<file path="src/rtl/ra_pkg.sv">
package ra_pkg;
  localparam int unsigned SEG_W_DEF = 16;
  localparam int unsigned OFF_W_DEF = 16;
  localparam int unsigned SHIFT_DEF = 4;
  localparam int unsigned BUS_W_DEF = 24;

  function automatic int unsigned sum_width(int unsigned seg_w, int unsigned shift,
                                            int unsigned off_w);
    int unsigned a;
    a = seg_w + shift;
    return ((a > off_w) ? a : off_w) + 1;
  endfunction

  // highest address reachable from segment:offset
  function automatic int unsigned sum_max(int unsigned seg_w, int unsigned shift,
                                          int unsigned off_w);
    return ((((32'd1 << seg_w) - 1) << shift) + ((32'd1 << off_w) - 1));
  endfunction
endpackage

</file>
<file path="src/rtl/ra_lin_sum.sv">
module ra_lin_sum #(
  parameter int unsigned SEG_W = 16,
  parameter int unsigned OFF_W = 16,
  parameter int unsigned SHIFT = 4,
  parameter int unsigned LIN_W = 21
) (
  input  logic [SEG_W-1:0] seg_i,
  input  logic [OFF_W-1:0] off_i,
  output logic [LIN_W-1:0] lin_o
);
  localparam int unsigned SH_W = SEG_W + SHIFT;

  logic [SH_W-1:0] seg_sh;

  assign seg_sh = {seg_i, {SHIFT{1'b0}}};
  assign lin_o  = LIN_W'(seg_sh) + LIN_W'(off_i);
endmodule

</file>
<file path="src/rtl/ra_gate_ctrl.sv">
module ra_gate_ctrl (
  input  logic clk_i,
  input  logic rst_ni,
  input  logic prot_mode_i,
  input  logic gate_wr_i,
  input  logic gate_wdata_i,
  output logic sw_en_o,
  output logic gate_o
);
  logic sw_en_q;

  always_ff @(posedge clk_i or negedge rst_ni) begin
    if (!rst_ni)        sw_en_q <= 1'b0;
    else if (gate_wr_i) sw_en_q <= gate_wdata_i;
  end

  assign sw_en_o = sw_en_q;
  assign gate_o  = prot_mode_i | sw_en_q;
endmodule

</file>
<file path="src/rtl/ra_addr_mask.sv">
module ra_addr_mask #(
  parameter int unsigned LIN_W    = 21,
  parameter int unsigned BUS_W    = 24,
  parameter int unsigned GATE_BIT = 20,
  parameter logic [BUS_W-1:0] HMA_LO = 24'h100000,
  parameter logic [BUS_W-1:0] HMA_HI = 24'h10FFEF
) (
  input  logic [LIN_W-1:0] lin_i,
  input  logic             gate_i,
  output logic [BUS_W-1:0] addr_o,
  output logic             hma_o
);
  for (genvar i = 0; i < BUS_W; i++) begin : g_bit
    if (i >= LIN_W) begin : g_zero
      assign addr_o[i] = 1'b0;
    end else if (i == GATE_BIT) begin : g_gate
      assign addr_o[i] = lin_i[i] & gate_i;
    end else begin : g_pass
      assign addr_o[i] = lin_i[i];
    end
  end

  assign hma_o = (addr_o >= HMA_LO) && (addr_o <= HMA_HI);
endmodule

</file>
<file path="src/rtl/real_addr_gen.sv">
module real_addr_gen #(
  parameter int unsigned SEG_W = ra_pkg::SEG_W_DEF,
  parameter int unsigned OFF_W = ra_pkg::OFF_W_DEF,
  parameter int unsigned SHIFT = ra_pkg::SHIFT_DEF,
  parameter int unsigned BUS_W = ra_pkg::BUS_W_DEF
) (
  input  logic             clk_i,
  input  logic             rst_ni,
  input  logic [SEG_W-1:0] seg_i,
  input  logic [OFF_W-1:0] off_i,
  input  logic             prot_mode_i,
  input  logic             gate_wr_i,
  input  logic             gate_wdata_i,
  output logic [BUS_W-1:0] addr_o,
  output logic             hma_hit_o
);
  localparam int unsigned LIN_W    = ra_pkg::sum_width(SEG_W, SHIFT, OFF_W);
  localparam int unsigned GATE_BIT = LIN_W - 1;
  localparam logic [BUS_W-1:0] HMA_LO = BUS_W'(1) << GATE_BIT;
  localparam logic [BUS_W-1:0] HMA_HI = BUS_W'(ra_pkg::sum_max(SEG_W, SHIFT, OFF_W));

  logic [LIN_W-1:0] lin;
  logic             gate;
  logic             sw_en_q;
  logic [BUS_W-1:0] addr_d;
  logic             hma_d;

  ra_lin_sum #(.SEG_W(SEG_W), .OFF_W(OFF_W), .SHIFT(SHIFT), .LIN_W(LIN_W)) u_sum (
    .seg_i (seg_i),
    .off_i (off_i),
    .lin_o (lin)
  );

  ra_gate_ctrl u_gate (
    .clk_i        (clk_i),
    .rst_ni       (rst_ni),
    .prot_mode_i  (prot_mode_i),
    .gate_wr_i    (gate_wr_i),
    .gate_wdata_i (gate_wdata_i),
    .sw_en_o      (sw_en_q),
    .gate_o       (gate)
  );

  ra_addr_mask #(
    .LIN_W(LIN_W), .BUS_W(BUS_W), .GATE_BIT(GATE_BIT),
    .HMA_LO(HMA_LO), .HMA_HI(HMA_HI)
  ) u_mask (
    .lin_i  (lin),
    .gate_i (gate),
    .addr_o (addr_d),
    .hma_o  (hma_d)
  );

  always_ff @(posedge clk_i or negedge rst_ni) begin
    if (!rst_ni) begin
      addr_o    <= '0;
      hma_hit_o <= 1'b0;
    end else begin
      addr_o    <= addr_d;
      hma_hit_o <= hma_d;
    end
  end
endmodule

</file>
<file path="config.mk">
export PLATFORM = sky130hd
export DESIGN_NAME = real_addr_gen
export DESIGN_NICKNAME = d
export VERILOG_FILES = /design/src/rtl/ra_pkg.sv /design/src/rtl/ra_lin_sum.sv /design/src/rtl/ra_gate_ctrl.sv /design/src/rtl/ra_addr_mask.sv /design/src/rtl/real_addr_gen.sv
export SDC_FILE = /design/constraint.sdc
export NUM_CORES = 1
export LEC_CHECK = 0
export BUFFER_PORTS_ARGS = -buffer_cell sky130_fd_sc_hd__buf_2
export CAP_MARGIN = 20
export CORE_MARGIN = 1
export CORE_UTILIZATION = 44
export CTS_CLUSTER_DIAMETER = 60
export DETAILED_ROUTE_END_ITERATION = 7
export GPL_TIMING_DRIVEN = 0
export PLACE_DENSITY = 0.88
export SLEW_MARGIN = 20
export SYNTH_ARGS = -nofsm -noshare
export SYNTH_HDL_FRONTEND = slang
export SYNTH_SLANG_ARGS = --single-unit
</file>
<file path="constraint.sdc">
create_clock -name clk_i -period 1.15 [get_ports clk_i]
set_input_delay 0.0575 -clock clk_i [delete_from_list [all_inputs] [get_ports clk_i]]
set_output_delay 0.0575 -clock clk_i [all_outputs]
set_load 0.02 [all_outputs]
</file>
Word level (Yosys, flattened, before mapping)

Index checks and enable logic that the tools add are counted.
Widths: inputs -> output; s select.

Flip-flop bits (word level): 23
Word-level logic and storage cells: 9
Input bits: 37
Output and inout bits: 25

Bitwise operators: 2
$add $sub $neg: 1
Reductions and logical operators: 1
$lt $le $gt $ge: 2

Operators with widths:

| operator             | count |
|---|---|
| $add 20x16->21       | 1 |
| $ge 21x21->1 const B | 1 |
| $le 21x21->1 const B | 1 |
| $and 1x1->1          | 1 |
| $logic_and 1x1->1    | 1 |
| $or 1x1->1           | 1 |

Depth between registers and ports, before layout

Depth after elaboration: 4
Gate-level depth with buffers: 9

Modules after synthesis

A second synthesis with hierarchy kept.

Cell total of the unflattened synthesis: 144
Area total of the unflattened synthesis: 1581.5 um^2

Modules (own cells, without submodules):

| module        | area an instance (um^2) | times used | cells each |
|---|---|---|---|
| ra_lin_sum    | 683.2                   | 1          | 84 |
| real_addr_gen | 625.6                   | 1          | 25 |
| ra_addr_mask  | 226.5                   | 1          | 32 |
| ra_gate_ctrl  | 46.3                    | 1          | 3 |

Worst setup path before layout

Ideal clock, no wire load.

Path kind: input port to flip-flop
Start point: input seg_i[0]
End point: register addr_o[18]
Setup time: 0.125 ns
Slack: -0.902 ns
Cell stages on the path: 9
Required time: 1.025 ns
Arrival time: 1.927 ns
Path through: ha_1 > fa_1 > a211oi_1 > o21ai_1 > a31oi_1 > o21ai_1 > a21oi_1 > nor2_1 > xor2_1

Longest elaborated chain between the ends: 1

RTL lines:

| item                 | line                | text |
|---|---|---|
| from (decl)          | real_addr_gen.sv:9  | `input logic [SEG_W-1:0] seg_i,` |
| $add 20x16->21       | ra_lin_sum.sv:16    | `assign lin_o = LIN_W'(seg_sh) + LIN_W'(off_i);` |
| net addr_d[18]       | real_addr_gen.sv:25 | `logic [BUS_W-1:0] addr_d;` |
| to (signal assigned) | real_addr_gen.sv:59 | `addr_o <= addr_d;` |
| to (decl)            | real_addr_gen.sv:14 | `output logic [BUS_W-1:0] addr_o,` |

The timed path passes the listed nets, and every way through them passes these cells.
A chain may end at the register's enable or synchronous reset.

Worst setup path in the final report

Start point: input off_i[4]
End point: register hma_hit_o

Elaborated cells on any way between the ends: 5
Classes of those cells: add/sub (1); order compare (2); bitwise (1); reduce/logical (1)

RTL lines:

| item                                                | line                | text |
|---|---|---|
| from (decl)                                         | real_addr_gen.sv:10 | `input logic [OFF_W-1:0] off_i,` |
| $add 20x16->21 *                                    | ra_lin_sum.sv:16    |  |
| net addr_d[12]                                      | real_addr_gen.sv:25 |  |
| $ge 21x21->1 / $le 21x21->1 (equally long branches) | ra_addr_mask.sv:23  | `assign hma_o = (addr_o >= HMA_LO) && (addr_o <= HMA_HI);` |
| $logic_and 1x1->1 *                                 | ra_addr_mask.sv:23  |  |
| net hma_d                                           | real_addr_gen.sv:26 | `logic hma_d;` |
| to (signal assigned)                                | real_addr_gen.sv:60 | `hma_hit_o <= hma_d;` |
| to (decl)                                           | real_addr_gen.sv:15 | `output logic hma_hit_o` |

Mark *: on every way through the listed nets, which the timed path passes. The rest lies on a longest branch.

==> impl_results.md <==
- Clock Path Buffers: 2
- Most common cell after layout, fill and taps aside: buf_2
- WP data arrival: 1.89 ns
- Finished Layout Cells: 229
- Placeable Area: ~0.0026 mm2
- WL/cell: 15.95 um
- Min cycle time layout: 1.694 ns
- Io pins: 62
- WP data required: 1.34 ns
- Antenna violations before repair: 0
- First-pass GRT wire length: 5506 um
- Violated checks: negative setup slack
- Ys Warns: 0
- Mapped cell area: 0.001254 mm2
- CTS tree: built
- Flop-to-flop setup slack: 0.12 ns
- Kind of end point of the critical path: flop
- # fillers: 119
- Clock Skews: 0.00009581 ns
- Pin count of the biggest net entering global routing: 24
- Combinational family with the most area after synthesis: compound AO/OA/AOI/OAI gates
- Synth Area in XOR/XNOR: 9.082%
- RSZ-0062 raised after global routing: yes
- Slew Viols, Final: 0
- FF-to-FF End: hma_hit_o
- Adder-Cell Fraction of Synth Area: roughly 14%
- Critical Path Source Type: primary input
- GRT overflow: 0
- Clk Latency, worst-skew pair: 0.31 ns
- Top_reg_cell synth: dfrtp_1
- Final ANT Viol Nets: 0
- Inserted Clock Buffers: 3
- DRC viols: 0
- Mux cell area share after synthesis: less than 1%
- Initial DRC count: 47
- Die height: 55.38 um
- Fraction of registers with async set/reset: 100.0%
- Worst Setup Path Type: in2reg
- Total global-route track usage: 22.70%
- Worst-path clk slew: 0.11 ns
- Buffers on Ports: 58
- Worst Reg-to-Reg Cells: 4
- Max-cap violations: 0
- Origin of the critical flop-to-flop path: u_gate.sw_en_o
- Root buf cell: clkbuf_4
- H-tree depth: 1
- Peak VDD IR: 1162 uV
- Post-synthesis simple-gate area fraction: 8.982%
- Post-DP HPWL: 2052 um
- DIE AREA: 0.003067 mm2
- Final-stage net count: 250
- Worst hold slack: 0.08356 ns
- CP startpoint: off_i[4]
- Power density over the cells: 1125 mW/mm2
- Placed instance count: 203
- Outcome: complete, but fails checks
- Synth Area in Compound Gates: around 18%
- Final Worst Setup Slack: -0.5437 ns
- Largest fanout on the critical path: 3
- Area Growth Syn to Fin: 64.57%
- Sequential share of the synthesized area: 45.91%
- Worst Hold Class: in2reg
- Most frequent cells in the layout: 54 x buf_2, 23 x dfrtp_1, 12 x buf_4, 12 x dlygate4sd3_1, 6 x xor2_1
- Starting Density: 48.41%
- Diode count: 0
- Via density: 5.336
- Worst-path cell chain: buf_6, ha_4, fa_2, a211oi_2, o21ai_1, a31oi_2, buf_4, xnor2_4, nand3_1, nor2_2, a41oi_2
- Post-synth EDFFs: 0
- Syn avg cell area: between 10 and 15 um2
- Num Clock Sinks: 23
- Setup Viol. Count Final: 13
- Leak: 0.9939 nW
- CP Capture Point: hma_hit_o
- Number of global-route vias before repair: 1213
- Die X: 55.38 um
- Row cnt: 18
- Final hold viol count: 0
- Mapped Cells: 113
- Layout cells sized above 1: approximately 53%
- Placer Congestion: 0.7962
- Fmax: around 0.59 GHz
- #FFs+latches synth: 23
- Slowest Stage Delay on Critical Path: ~0.35 ns
- DR pass1 iterations: 4
- Overall routed net length: ~3700 um
- DR vias: 1222
- Netlist cell types: 34
- Tcrit/Tclk final: 147.3%
- Critical path's slowest cell: fa_2
## power breakdown
group | total, mW | leakage, nW | internal [mW] | switching, mW
Sequential | 0.945 | 0.272 | 0.916 | 0.0293
Combinational | 1.02 | 0.707 | 0.463 | 0.552
Clock | 0.361 | 0.0150 | 0.136 | 0.225
## how the worst min path moves through the flow
stage | to | cells past startpoint | slack (ns) | startpoint
6_report | addr_o[5] | 2 | 0.08 | seg_i[1]
5_1_grt | addr_o[5] | 2 | 0.09 | seg_i[1]
4_1_cts | addr_o[20] | 3 | 0.07 | seg_i[12]
3_5_place_dp | addr_o[9] | 1 | 0.04 | rst_ni
3_3_place_gp | addr_o[4] | 1 | 0.03 | rst_ni
2_1_floorplan | addr_o[0] | 0 | -0.24 | rst_ni
## logic make-up after synthesis
group / after synthesis
AO/OA/AOI/OAI: 33
flip-flops: 23
AND/OR/NAND/NOR: 21
adder cells (fa/ha/maj): 13
XOR/XNOR: 13
buffers and inverters: 8
other: 1
multiplexers: 1
## critical path, delay by kind of cell
family,cells,cell delay (ns)
xor+xnor,1,0.11
fa+ha+maj,2,0.51
simple gates,2,0.23
compound gates,4,0.70
buf+inv,2,0.28
## through the flow
step	setup WS (ns)	setup TNS [ns]	utilization, %	power (mW)	cell area, um2
global placement	-0.8932	-7.796	63.43	1.674	1643
CTS	-0.5665	-4.116	75.46	2.183	1954
finish	-0.5437	-4.631	79.66	2.321	2063
floorplan	-0.6125	-4.545	-	1.445	1315
global route	-0.5820	-5.047	79.66	2.434	2063
detailed placement	-0.9768	-8.471	63.43	1.702	1643
## timing repair
item                                   in CTS  in global routing
gates resized for setup                    18                 15
pin swaps                                  18                 17
hold buffers                               12                  0
setup buffers                               8                  2
setup endpoints to repair                  11                 13
endpoints found under the hold margin      33                  0
## registers in the layout, summed over array words and instances, names as in the netlist
| signal | flops |
|---|---|
| addr_o | 21 |
| u_gate.sw_en_o | 1 |
| hma_hit_o | 1 |
## final cells by class
class | instances | area (um2) | share of cell area [%]
Timing Repair Buffer | 80 | 514.2 | 24.92
Sequential cell | 23 | 575.6 | 27.90
Multi-Input combinational cell | 84 | 868.3 | 42.09
Buffer | 3 | 22.52 | 1.092
Inverter | 5 | 18.77 | 0.9096
Tap cell | 30 | 37.54 | 1.819
Clock buffer | 4 | 26.28 | 1.273
## Yosys cell counts (3+ instances only)
| cell | number | area share [%] |
|---|---|---|
| nand3_1 | 3 | 1.2 |
| o21a_1 | 3 | 1.8 |
| nor2_1 | 5 | 1.5 |
| o21bai_1 | 3 | 1.8 |
| o21ai_0 | 4 | 1.6 |
| ha_1 | 12 | 12 |
| buf_4 | 3 | 1.8 |
| xnor2_1 | 5 | 3.5 |
| a21oi_1 | 8 | 3.2 |
| dfrtp_1 | 23 | 46 |
| xor2_1 | 8 | 5.6 |
| nand2_1 | 3 | 0.90 |
| inv_1 | 5 | 1.5 |
| a21o_1 | 4 | 2.4 |
## routing by layer
| metal | GRT usage (%) | routed length, um | up-vias | share of wire (%) |
|---|---|---|---|---|
| li1 | - | - | 576 | - |
| met1 | 27.42 | 1399 | 558 | 38 |
| met2 | 38.21 | 1932 | 78 | 53 |
| met3 | 4.684 | 231 | 10 | 6.3 |
| met4 | 11.43 | 91 | 0 | 2.5 |
| met5 | 0 | 0 | - | 0 |
No activity file was read; power rests on OpenSTA's default activity.
